[src/rtl/afg_pkg.sv]
package afg_pkg;
  localparam int DIV_W = 8;
  localparam int PER_W = 12;
  localparam int WID_W = 8;

  typedef struct packed {
    logic [DIV_W-1:0] div_eff;  // ratio minus one, floored at 1
    logic [PER_W-1:0] per;
    logic [WID_W-1:0] wid;
    logic             fs_inv;
    logic             bk_inv;
  } afg_cfg_t;
endpackage

[src/rtl/afg_cfg_hold.sv]
module afg_cfg_hold
  import afg_pkg::*;
(
  input  logic             clk,
  input  logic             rst_n,
  input  logic             load,
  input  logic [DIV_W-1:0] div_in,
  input  logic [PER_W-1:0] per_in,
  input  logic [WID_W-1:0] wid_in,
  input  logic             fs_inv_in,
  input  logic             bk_inv_in,
  output afg_cfg_t         cfg_q
);
  afg_cfg_t cfg_d;

  always_comb begin
    cfg_d = cfg_q;
    if (load) begin
      cfg_d.div_eff = (div_in == '0) ? DIV_W'(1) : div_in;
      cfg_d.per     = per_in;
      cfg_d.wid     = wid_in;
      cfg_d.fs_inv  = fs_inv_in;
      cfg_d.bk_inv  = bk_inv_in;
    end
  end

  always_ff @(posedge clk or negedge rst_n) begin
    if (!rst_n) cfg_q <= '0;
    else        cfg_q <= cfg_d;
  end
endmodule

[src/rtl/afg_bit_timer.sv]
module afg_bit_timer
  import afg_pkg::*;
(
  input  logic             clk,
  input  logic             rst_n,
  input  logic             adv,
  input  logic [DIV_W-1:0] div_eff,
  output logic             bit_end,
  output logic             bit_begin,
  output logic             phase_hi
);
  localparam int HW = DIV_W + 1;

  logic [DIV_W-1:0] cnt_q, cnt_d;
  logic [HW-1:0]    half;

  assign half      = ({1'b0, div_eff} + HW'(1)) >> 1;
  assign bit_end   = (cnt_q == div_eff);
  assign bit_begin = (cnt_q == '0);
  assign phase_hi  = ({1'b0, cnt_q} >= half);

  always_comb begin
    cnt_d = '0;
    if (adv && !bit_end) cnt_d = cnt_q + DIV_W'(1);
  end

  always_ff @(posedge clk or negedge rst_n) begin
    if (!rst_n) cnt_q <= '0;
    else        cnt_q <= cnt_d;
  end
endmodule

[src/rtl/afg_frame_ctr.sv]
module afg_frame_ctr
  import afg_pkg::*;
(
  input  logic             clk,
  input  logic             rst_n,
  input  logic             adv,
  input  logic             bit_end,
  input  logic [PER_W-1:0] per,
  input  logic [WID_W-1:0] wid,
  output logic             last_bit,
  output logic             first_bit,
  output logic             sync_act
);
  localparam int CW = (PER_W > WID_W) ? PER_W : WID_W;

  logic [PER_W-1:0] idx_q, idx_d;

  assign last_bit  = (idx_q == per);
  assign first_bit = (idx_q == '0);
  assign sync_act  = (CW'(idx_q) <= CW'(wid));

  always_comb begin
    idx_d = idx_q;
    if (!adv)          idx_d = '0;
    else if (bit_end)  idx_d = last_bit ? '0 : idx_q + PER_W'(1);
  end

  always_ff @(posedge clk or negedge rst_n) begin
    if (!rst_n) idx_q <= '0;
    else        idx_q <= idx_d;
  end
endmodule

[src/rtl/aud_clk_fs_gen.sv]
module aud_clk_fs_gen
  import afg_pkg::*;
#(
  parameter int WLEN_W = 6,
  parameter int NCH_W  = 4
)(
  input  logic              clk,
  input  logic              rst_n,
  input  logic              enable,
  input  logic [DIV_W-1:0]  cfg_div,
  input  logic [PER_W-1:0]  cfg_period,
  input  logic [WID_W-1:0]  cfg_width,
  input  logic              cfg_bclk_inv,
  input  logic              cfg_fs_inv,
  input  logic [WLEN_W-1:0] cfg_wlen,
  input  logic [NCH_W-1:0]  cfg_nch,
  output logic              bclk,
  output logic              fsync,
  output logic              frame_start,
  output logic              cfg_err
);
  localparam int CMP_W = PER_W + WLEN_W + NCH_W;

  afg_cfg_t   cur;
  logic       run_q, run_d;
  logic       err_q, err_d;
  logic       adv, load;
  logic       bit_end, bit_begin, phase_hi;
  logic       last_bit, first_bit, sync_act;
  logic [CMP_W-1:0] frame_len, need_len;
  logic       lat_fs_inv, lat_bk_inv;

  assign adv  = run_q & enable;
  assign load = enable & (~run_q | (bit_end & last_bit));

  afg_cfg_hold u_cfg (
    .clk(clk), .rst_n(rst_n), .load(load),
    .div_in(cfg_div), .per_in(cfg_period), .wid_in(cfg_width),
    .fs_inv_in(cfg_fs_inv), .bk_inv_in(cfg_bclk_inv), .cfg_q(cur)
  );

  afg_bit_timer u_bit (
    .clk(clk), .rst_n(rst_n), .adv(adv), .div_eff(cur.div_eff),
    .bit_end(bit_end), .bit_begin(bit_begin), .phase_hi(phase_hi)
  );

  afg_frame_ctr u_frm (
    .clk(clk), .rst_n(rst_n), .adv(adv), .bit_end(bit_end),
    .per(cur.per), .wid(cur.wid),
    .last_bit(last_bit), .first_bit(first_bit), .sync_act(sync_act)
  );

  assign frame_len = CMP_W'(cfg_period) + CMP_W'(1);
  assign need_len  = CMP_W'(cfg_wlen) * CMP_W'(cfg_nch);

  always_comb begin
    run_d = enable;
    err_d = (frame_len < need_len);
  end

  always_ff @(posedge clk or negedge rst_n) begin
    if (!rst_n) begin
      run_q <= 1'b0;
      err_q <= 1'b0;
    end else begin
      run_q <= run_d;
      err_q <= err_d;
    end
  end

  assign lat_fs_inv  = cur.fs_inv;
  assign lat_bk_inv  = cur.bk_inv;
  assign bclk        = run_q ? (phase_hi ^ cur.bk_inv) : cfg_bclk_inv;
  assign fsync       = run_q ? (sync_act ? cur.fs_inv : ~cur.fs_inv) : ~cfg_fs_inv;
  assign frame_start = run_q & first_bit & bit_begin;
  assign cfg_err     = err_q;
endmodule

[config.mk]
export PLATFORM = sky130hd
export DESIGN_NAME = aud_clk_fs_gen
export DESIGN_NICKNAME = d
export VERILOG_FILES = /design/src/rtl/afg_pkg.sv /design/src/rtl/afg_cfg_hold.sv /design/src/rtl/afg_bit_timer.sv /design/src/rtl/afg_frame_ctr.sv /design/src/rtl/aud_clk_fs_gen.sv
export SDC_FILE = /design/constraint.sdc
export NUM_CORES = 1
export LEC_CHECK = 0
export BUFFER_PORTS_ARGS = -buffer_cell sky130_fd_sc_hd__buf_2
export CAP_MARGIN = 20
export CORE_ASPECT_RATIO = 1.5
export CORE_UTILIZATION = 40
export CTS_BUF_LIST = sky130_fd_sc_hd__clkbuf_4 sky130_fd_sc_hd__clkbuf_8
export DETAILED_ROUTE_END_ITERATION = 10
export GPL_TIMING_DRIVEN = 1
export MAX_ROUTING_LAYER = met4
export PLACE_DENSITY = 0.54
export SETUP_SLACK_MARGIN = 0.15
export SYNTH_ARGS = -nofsm -noshare
export SYNTH_HDL_FRONTEND = slang
export SYNTH_SLANG_ARGS = --single-unit
[constraint.sdc]
create_clock -name clk -period 3.22 [get_ports clk]
set_clock_uncertainty 0.15 [all_clocks]
set_input_delay 0.644 -clock clk [delete_from_list [all_inputs] [get_ports clk]]
set_output_delay 0.644 -clock clk [all_outputs]
set_load 0.05 [all_outputs]
**Word-level counts from Yosys, hierarchy flattened**

Cells that the tools add are included.

- Register bits after elaboration: 52
- Output and inout bits: 4
- Logic and storage cells: 43

- Add/sub/neg operators: 4
- Multipliers: 1
- Magnitude comparators: 3
- Equal/unequal tests: 3
- Muxes and demuxes: 8
- Bitwise operators: 10
- Reduce and logical (&&, ||, !) cells: 5

Operator list:

| cell | count |
|---|---|
| $mux W12 | 3 |
| $logic_not A8 Y1 | 2 |
| $mux W8 | 2 |
| $add A12 B1 Y13 const B | 1 |
| $lt A13 B10 Y1 | 1 |
| $add A12 B1 Y12 const B | 1 |
| $eq A12 B12 Y1 | 1 |
| $le A12 B8 Y1 | 1 |
| $logic_not A12 Y1 | 1 |
| $mul A6 B4 Y10 | 1 |
| $add A8 B1 Y9 const B | 1 |
| $add A8 B1 Y8 const B | 1 |
| $eq A8 B8 Y1 | 1 |
| $ge A8 B8 Y1 | 1 |
| $and A1 B1 Y1 | 5 |
| $mux W1 | 3 |
| $not A1 Y1 | 3 |
| $ne A2 B2 Y1 const B | 1 |
| $logic_and A1 B1 Y1 | 1 |
| $logic_not A1 Y1 | 1 |
| $or A1 B1 Y1 | 1 |
| $xor A1 B1 Y1 | 1 |

**Logic depth before layout (Yosys ltp)**

Gate-level depths: netlist (run 1).

- Depth in word-level cells: 4
- Gate-level depth with buffers: 16

**By module**

Synthesis (run 1) repeated with hierarchy kept, for this count alone.

- Cells, all modules: 424
- Area total of the unflattened synthesis: 4164.0 um2

By module, submodules not included:

| module | times used | cells each | area each (um2) | sequential area each (um2) |
|---|---|---|---|---|
| aud_clk_fs_gen | 1 | 146 | 1186.1 | 50.0 |
| afg_cfg_hold | 1 | 66 | 1124.8 | 750.7 |
| afg_frame_ctr | 1 | 134 | 1119.8 | 300.3 |
| afg_bit_timer | 1 | 78 | 733.2 | 200.2 |

**Worst setup path before layout (run 1)**

No wires, ideal clock.

- Kind: input to register
- Start: input port cfg_wlen[1]
- End: register err_q, in the netlist cfg_err
- Arrival: 3736 ps
- Data required time: 2993 ps
- Path slack: -743 ps
- Cell stages on the path: 16
- Path buffers: 0
- Cell sequence: and2_1 fa_1 inv_1 fa_1 inv_1 ha_1 nor2b_1 o21a_1 o21ai_0 nand2b_1 a311oi_1 ha_1 nor2b_1 o21ai_0 o211ai_1 a21oi_1

- Cells in the longest elaborated chain, start to end: 2

RTL lines:

| item | line | RTL |
|---|---|---|
| start: declaration | aud_clk_fs_gen.sv:15 | `input logic [WLEN_W-1:0] cfg_wlen,` |
| $mul A6 B4 Y10 | aud_clk_fs_gen.sv:54 | `assign need_len = CMP_W'(cfg_wlen) * CMP_W'(cfg_nch);` |
| $lt A13 B10 Y1 | aud_clk_fs_gen.sv:58 | `err_d = (frame_len < need_len);` |
| via err_d | aud_clk_fs_gen.sv:26 | `logic err_q, err_d;` |
| end signal: assignment | aud_clk_fs_gen.sv:67 | `err_q <= err_d;` |
| end: declaration | aud_clk_fs_gen.sv:26 |  |

The timed path passes the listed nets, and every way through them passes these cells.
A chain may end at the register's enable or synchronous reset.

**Worst setup path in the final report (run 1)**

- Start: input port cfg_nch[1]
- End: register err_q, in the netlist cfg_err

- Cells in the longest elaborated chain, start to end: 2

RTL lines:

| item | line | RTL |
|---|---|---|
| start: declaration | aud_clk_fs_gen.sv:16 | `input logic [NCH_W-1:0] cfg_nch,` |
| $mul A6 B4 Y10 | aud_clk_fs_gen.sv:54 |  |
| $lt A13 B10 Y1 | aud_clk_fs_gen.sv:58 |  |
| via err_d | aud_clk_fs_gen.sv:26 |  |

The timed path passes the listed nets, and every way through them passes these cells.

==> results.cfg, run 1 <==
[detailed_routing]
drc_errors = 0
drt_iter0_drc = 262
routed_wl_mm = 14.7
vias = 4814
wire_per_inst_um = 18.0
ant_nets = 0
vias_per_cell = 5.87
dr.pass1.iters = 4

[timing]
slew_violations = 0
rsz0062_at_grt = yes
fmax_ghz = 0.265
finalCritPeriodShare_pct = 117
maxSlewHeadroom_pct = 58.4
fin_crit_ns = 3.77
hold_violations = 0
worst_slew_pin_slew_ns = 0.624
fin_ws_ns = -0.548
final-setup-viol-count = 2

[yosys]
syn_nets = 701
synth-edff-count = 0
async_flop_share_pct = 100
synth_area_leaders = dfrtp_1 (26%), ha_1 (11%), nand4_1 (5.4%)
syn_avg_cell_area_um2 = 8.19
yosysWarnings = 0
synth_cell_type_count = 52
ys_seq_area_share_pct = 26.3
ys.flop_type = dfrtp_1
synth_top_area_share_pct = 26.3
yosys_register_bits = 52
synthCells = 605
syn_area_mm2 = 0.00495
yosys.area.top_type = dfrtp_1

[floorplanning]
start_util_pct = 41.2
io_pins = 47
die_w_um = 92.9
die_h_um = 138
die-area_mm2 = 0.0128
rows = 49
core-area_mm2 = 0.0120

[worst_setup_path]
rr_endpoint = u_cfg.cfg_q[24]
critPathKind = primary input to flip-flop
rr_startpoint = u_frm.idx_q[8]
crit_fanout = 6
start_kind = primary input
r2r_cells = 7
critical_path_required_ns = 3.33
arrival_ns = 3.88
cp-end-kind = flip-flop
r2r_setup_slack_ns = 0.63

[pwr]
ir_worst_vdd_mv = 0.178
switching_share_pct = 34.2
comb_power_share_pct = 35.6
seqPwrFrac_pct = 38.6
p_total_uw = 1870
p_int_uw = 1230
p_per_area_mw_per_mm2 = 322
p_leak_uw = 0.00257
p_clk_share_pct = 25.8
p_switching_uw = 641

[place]
gp_congestion = 0.848
placed_cells = 809
port_buffers = 46
placed_area_mm2 = 0.00559
hpwl_mm = 11.0

[layout]
insertedDiodeCount = 0
drive_gt1_share_pct = 20.5
utilization_pct = 48.4
fin_nets = 762
final_cell_count_no_fill = 820
areaGrowthSynthToFinish_pct = 17.5
stdcell_area_mm2 = 0.00582

[run]
drv_cap = 0

[grt]
grt_antenna_before_repair = 0
grt_max_degree = 46
grtUsageTotal_pct = 24.9
grt_pass1_vias = 4938
grt_pass1_wl_mm = 24.6
gr-total-overflow = 0

[clock_network]
insertion_delay_ns = 0.33
clkTransAtPathRegs_ns = 0.10
cts_buffer_depth = 2
h-tree-depth = 2
cts.sinks = 52
hold_buffers = 0
cts_buffers = 5
cts_tree = yes
cts_root_buf = clkbuf_8

[status]
violations = setup timing
status = finished with violations

[worst_hold_path]
holdCritPathClass = primary input to async pin
area by class of cell:
class                      instances  area (um^2)
fill                            1191         6200
multi-input combinational        463         3390
sequential                        52         1310
timing repair buffer              97          643
tap                              153          191
inverter                          47          176
clock buffer                       6         76.3
clock inverter                     2         35.0
routing by layer:
metal / vias to the layer above / wire [um] / global-route usage [%]
li1: 2349 / - / -
met1: 2350 / 5740 / 26.9
met2: 92 / 8250 / 46.7
met3: 23 / 359 / 1.43
met4: 0 / 400 / 8.91
met5: - / 0 / -
cells by family after synthesis:
group,share of synthesized area (%)
AND/OR/NAND/NOR,24.6
AO/OA/AOI/OAI,18.9
buffers and inverters,7.45
adder cells (fa/ha/maj),14.6
flip-flops,26.3
XOR/XNOR,7.96
multiplexers,0.227
registers in the layout, indices dropped and copies added, names as in the netlist:
name,flops
u_cfg.cfg_q,30
u_frm.idx_q,12
u_bit.cnt_q,8
cfg_err,1
run_q,1
cells in the final DEF (no fill, tap or decap), types with 3 or more instances in the layout:
| cell type | count |
|---|---|
| and4_1 | 6 |
| o311ai_1 | 27 |
| and3_1 | 6 |
| nand2_1 | 53 |
| clkbuf_8 | 5 |
| buf_2 | 40 |
| nand3_1 | 27 |
| inv_2 | 4 |
| nand4_1 | 43 |
| or3_1 | 3 |
| or4_1 | 3 |
| nor4_1 | 4 |
| a211oi_1 | 4 |
| a21o_1 | 4 |
| buf_4 | 54 |
| o21ai_1 | 4 |
| nor2b_1 | 6 |
| dfrtp_1 | 48 |
| xor2_1 | 23 |
| nor3_1 | 7 |
| ha_1 | 43 |
| a31oi_1 | 31 |
| nor2_1 | 24 |
| dfrtp_2 | 4 |
| o211ai_1 | 10 |
| o21ai_0 | 31 |
| xnor2_1 | 22 |
| nor4_2 | 3 |
| fa_1 | 7 |
| and2_1 | 19 |
| inv_1 | 43 |
| a21oi_1 | 12 |
synthesized netlist by cell type (9+ instances only):
library cell	count
nor3_1	9
nand2_1	55
inv_1	46
o311ai_1	27
ha_1	45
a31oi_1	31
nor2_1	25
buf_2	10
nand4_1	43
xnor2_1	22
and2_1	20
dfrtp_1	52
xor2_1	23
o21ai_0	33
a21oi_1	13
nand3_1	28
clkbuf_1	29
o211ai_1	10
power by group through the flow:
stage	Clock, uW	Sequential (uW)	Combinational [uW]
after detailed placement	0	737	644
after floorplan	0	727	412
after global placement	0	736	620
after global routing	518	729	755
after CTS	498	724	672
final	484	724	666
stage by stage:
step | hold slack, ns | TNS, ns | worst slack, ns
after floorplan | 0.198 | -0.528 | -0.528
after global placement | 0.349 | -0.908 | -0.873
after detailed placement | 0.359 | -0.988 | -0.966
after CTS | 0.132 | -0.652 | -0.479
after global routing | 0.154 | -1.06 | -0.698
final | 0.117 | -0.662 | -0.548
worst max path at each step:
stage,startpoint,end,cells past startpoint
6_report,cfg_nch[1],cfg_err,17
5_1_grt,cfg_nch[1],cfg_err,17
4_1_cts,cfg_nch[1],cfg_err,17
3_5_place_dp,cfg_nch[1],cfg_err,17
3_3_place_gp,cfg_nch[1],cfg_err,17
2_1_floorplan,cfg_nch[1],cfg_err,16
critical path: stages:
cell and delay, ns:
buf_4 0.13, and2_4 0.15, fa_1 0.52, inv_1 0.05, fa_1 0.49, inv_2 0.04
ha_4 0.21, nor2b_1 0.13, o21a_1 0.20, o21ai_2 0.18, nor4b_4 0.25, a311oi_2 0.06
ha_1 0.31, nor2b_1 0.14, o21ai_1 0.12, o211ai_1 0.11, a21oi_1 0.13
repair_timing:
action / in CTS / in global routing
setup buffers: 2 / 1
endpoints found under the setup margin: 3 / 4
gates resized for setup: 24 / 3
endpoints found under the hold margin: 0 / 0
pin swaps: 12 / 2
Note: power is estimated with default switching activity, not from simulation.
==> inputs of run 2 (changes only) <==
Settings changed: SYNTH_HIERARCHICAL set to 1.
==> run 2 against run 1 <==
- the run still ends with setup timing left
- non-clock buffer count fell by 7
- worst setup slack got worse by 0.038 ns
- combinational power rose by 8.6%
- critical path depth fell by 1
- final cell count fell by 23%
- sequential cell count did not move
- sequential power rose by 4.4%
- total power fell by 0.47%
- die area fell by 16%
- utilization rose by 2.7 points
- highest routed layer unchanged
==> results.cfg, run 2 <==
[place]
hpwl_mm = 8.03
port_buffers = 46
placed_area_mm2 = 0.00485
gp_congestion = 0.781
placed_cells = 615

[timing]
worst_slew_pin_slew_ns = 0.480
slew_violations = 0
hold_violations = 0
finalCritPeriodShare_pct = 118
rsz0062_at_grt = yes
fin_tns_setup_ns = -0.676
fin_crit_ns = 3.81
maxSlewHeadroom_pct = 68.0
fmax_ghz = 0.263
fin_ws_ns = -0.586
final-setup-viol-count = 2

[worst_setup_path]
cp_slowest_cell = fa_1
path_delay_family = adder cells
arrival_ns = 3.85
max_stage_delay_ns = 0.53
rr_startpoint = u_frm/idx_q[5]
crit_chain = buf_8 -> and2_4 -> fa_1 -> inv_1 -> fa_1 -> inv_2 -> ha_4 -> nand3_1 -> o221ai_2 -> buf_4 -> o41ai_4 -> xor2_1 -> ha_1 -> nand4_1 -> o31ai_2 -> a2111oi_4
r2r_setup_slack_ns = 0.36
critPathMostFrequentCell = fa_1
crit_fanout = 3
critical_path_required_ns = 3.27
rr_endpoint = u_cfg/cfg_q[24]
start_kind = primary input
r2r_cells = 9
critPathKind = primary input to flip-flop
cp-end-kind = flip-flop
cp.buffers_inverters = 4

[yosys]
yosys_register_bits = 52
synth_common_cells = dfrtp_1 (52), ha_1 (45), inv_1 (32), xor2_1 (30), mux2_2 (29)
synthSimpleGateAreaFrac_pct = 19.4
syn_nets = 520
synthMostInstantiatedCell = dfrtp_1
synth_area_leaders = dfrtp_1 (31%), ha_1 (14%), mux2_2 (7.8%)
synth_xor_area_share_pct = 10.5
synth_top_area_share_pct = 31.3
synthMuxAreaShare_pct = 8.44
syn_area_mm2 = 0.00416
yosys.area.top_type = dfrtp_1
synth-compound-area-share_pct = 8.68
synth-edff-count = 0
ys.flop_type = dfrtp_1
synth_fa_ha_area_share_pct = 17.4
ys_seq_area_share_pct = 31.3
synthCells = 424
yosysWarnings = 6
synth_cell_type_count = 54
async_flop_share_pct = 100
synth_top_family_by_area = simple AND/OR/NAND/NOR gates
syn_avg_cell_area_um2 = 9.82

[status]
violations = setup timing
status = finished with violations

[pwr]
p_leak_uw = 0.00244
p_clk_share_pct = 20.7
ir_worst_vdd_mv = 0.195
p_switching_uw = 631
p_total_uw = 1870
p_int_uw = 1230
switching_share_pct = 33.8
p_per_area_mw_per_mm2 = 360
seqPwrFrac_pct = 40.5
comb_power_share_pct = 38.8

[clock_network]
cts_root_buf = clkbuf_8
insertion_delay_ns = 0.32
h-tree-depth = 2
clkTransAtPathRegs_ns = 0.11
hold_buffers = 0
cts_buffers = 5
cts_buffer_depth = 2
cts_tree = yes
cts.sinks = 52

[detailed_routing]
drc_errors = 0
wire_per_inst_um = 16.1
vias_per_cell = 5.38
drt_iter0_drc = 202
routed_wl_mm = 10.2
vias = 3389
ant_nets = 0
dr.pass1.iters = 4

[layout]
final_common_cell = dfrtp_1
final_cell_count_no_fill = 630
drive_gt1_share_pct = 35.1
largest_reg_flops = 30
insertedDiodeCount = 0
multi_input_area_mm2 = 0.00291
stdcell_area_mm2 = 0.00518
final_cell_mix = dfrtp_1 (50), buf_4 (46), ha_1 (41)
regArea_mm2 = 0.00130
num-fill-cells = 967
utilization_pct = 51.1
regMostFlops = u_cfg/cfg_q
top_regs = u_cfg/cfg_q x30, u_frm/idx_q x12, u_bit/cnt_q x8
fin_nets = 608
areaGrowthSynthToFinish_pct = 24.3

[floorplanning]
die_h_um = 127
rows = 45
io_pins = 47
die_w_um = 85.3
core-area_mm2 = 0.0101
start_util_pct = 41.1
die-area_mm2 = 0.0108

[worst_hold_path]
holdCritPathClass = primary input to async pin

[grt]
grt_max_degree = 24
gr-total-overflow = 0
grt_antenna_before_repair = 0
grt_pass1_vias = 3551
grtUsageTotal_pct = 20.7
grt_pass1_wl_mm = 16.9

[run]
drv_cap = 0
[run 2: cell types whose count changed after synthesis, sizes merged, moves of 27 or more]
| cell | change |
|---|---|
| nand4 | -33 |
| a31oi | -30 |
| o311ai | -27 |
| clkbuf | -27 |
| nand2 | -29 |
| mux2 | +29 |
[run 2: cell type report]
cell class	instances	share of cell area, %
well taps	117	2.83
flip-flops and latches	52	25.2
multi-input cells	329	56.2
clock inverters	3	0.411
repair buffers	90	11.6
inverters	34	2.49
clock buffers	5	1.33
[run 2: power by group through the flow]
stage / logic (uW) / clock network [uW] / registers (uW)
after floorplan: 414 / 0 / 766
after global placement: 623 / 0 / 768
after detailed placement: 638 / 0 / 770
after CTS: 688 / 409 / 757
after global routing: 800 / 428 / 765
final: 723 / 387 / 756
[run 2: repair_timing]
action                                  4_1_cts  5_1_grt
pin swaps                                    27       14
resized for setup                            32       10
hold endpoints to repair                      0        0
endpoints found under the setup margin        3        4
buffers inserted                              5        2
[run 2: cell families after synthesis]
| group | after synthesis |
|---|---|
| compound gates | 55 |
| xor+xnor | 50 |
| fa+ha+maj | 53 |
| buf+inv | 43 |
| flops | 52 |
| mux | 31 |
| simple gates | 140 |
[run 2: per-layer routing]
layer	vias up	routed length, um	GRT usage, %
li1	1667	-	-
met1	1646	3970	21.4
met2	61	5720	39.4
met3	15	256	2.47
met4	0	227	7.65
met5	-	0	-
[run 2: worst max-delay path by stage]
| stage | start | endpoint | slack, ns | cells after the start |
|---|---|---|---|---|
| 5_1_grt | cfg_wlen[1] | cfg_err | -0.70 | 16 |
| 2_1_floorplan | cfg_wlen[2] | cfg_err | -0.65 | 14 |
| 4_1_cts | cfg_nch[2] | cfg_err | -0.51 | 15 |
| 3_5_place_dp | cfg_wlen[2] | cfg_err | -0.95 | 15 |
| 3_3_place_gp | cfg_nch[1] | cfg_err | -0.88 | 16 |
| 6_report | cfg_wlen[1] | cfg_err | -0.59 | 16 |
[run 2: stage by stage]
stage,hold slack (ns),worst slack (ns)
after floorplan,0.198,-0.650
after global placement,0.345,-0.878
after detailed placement,0.346,-0.951
after CTS,0.115,-0.511
after global routing,0.135,-0.701
final,0.113,-0.586
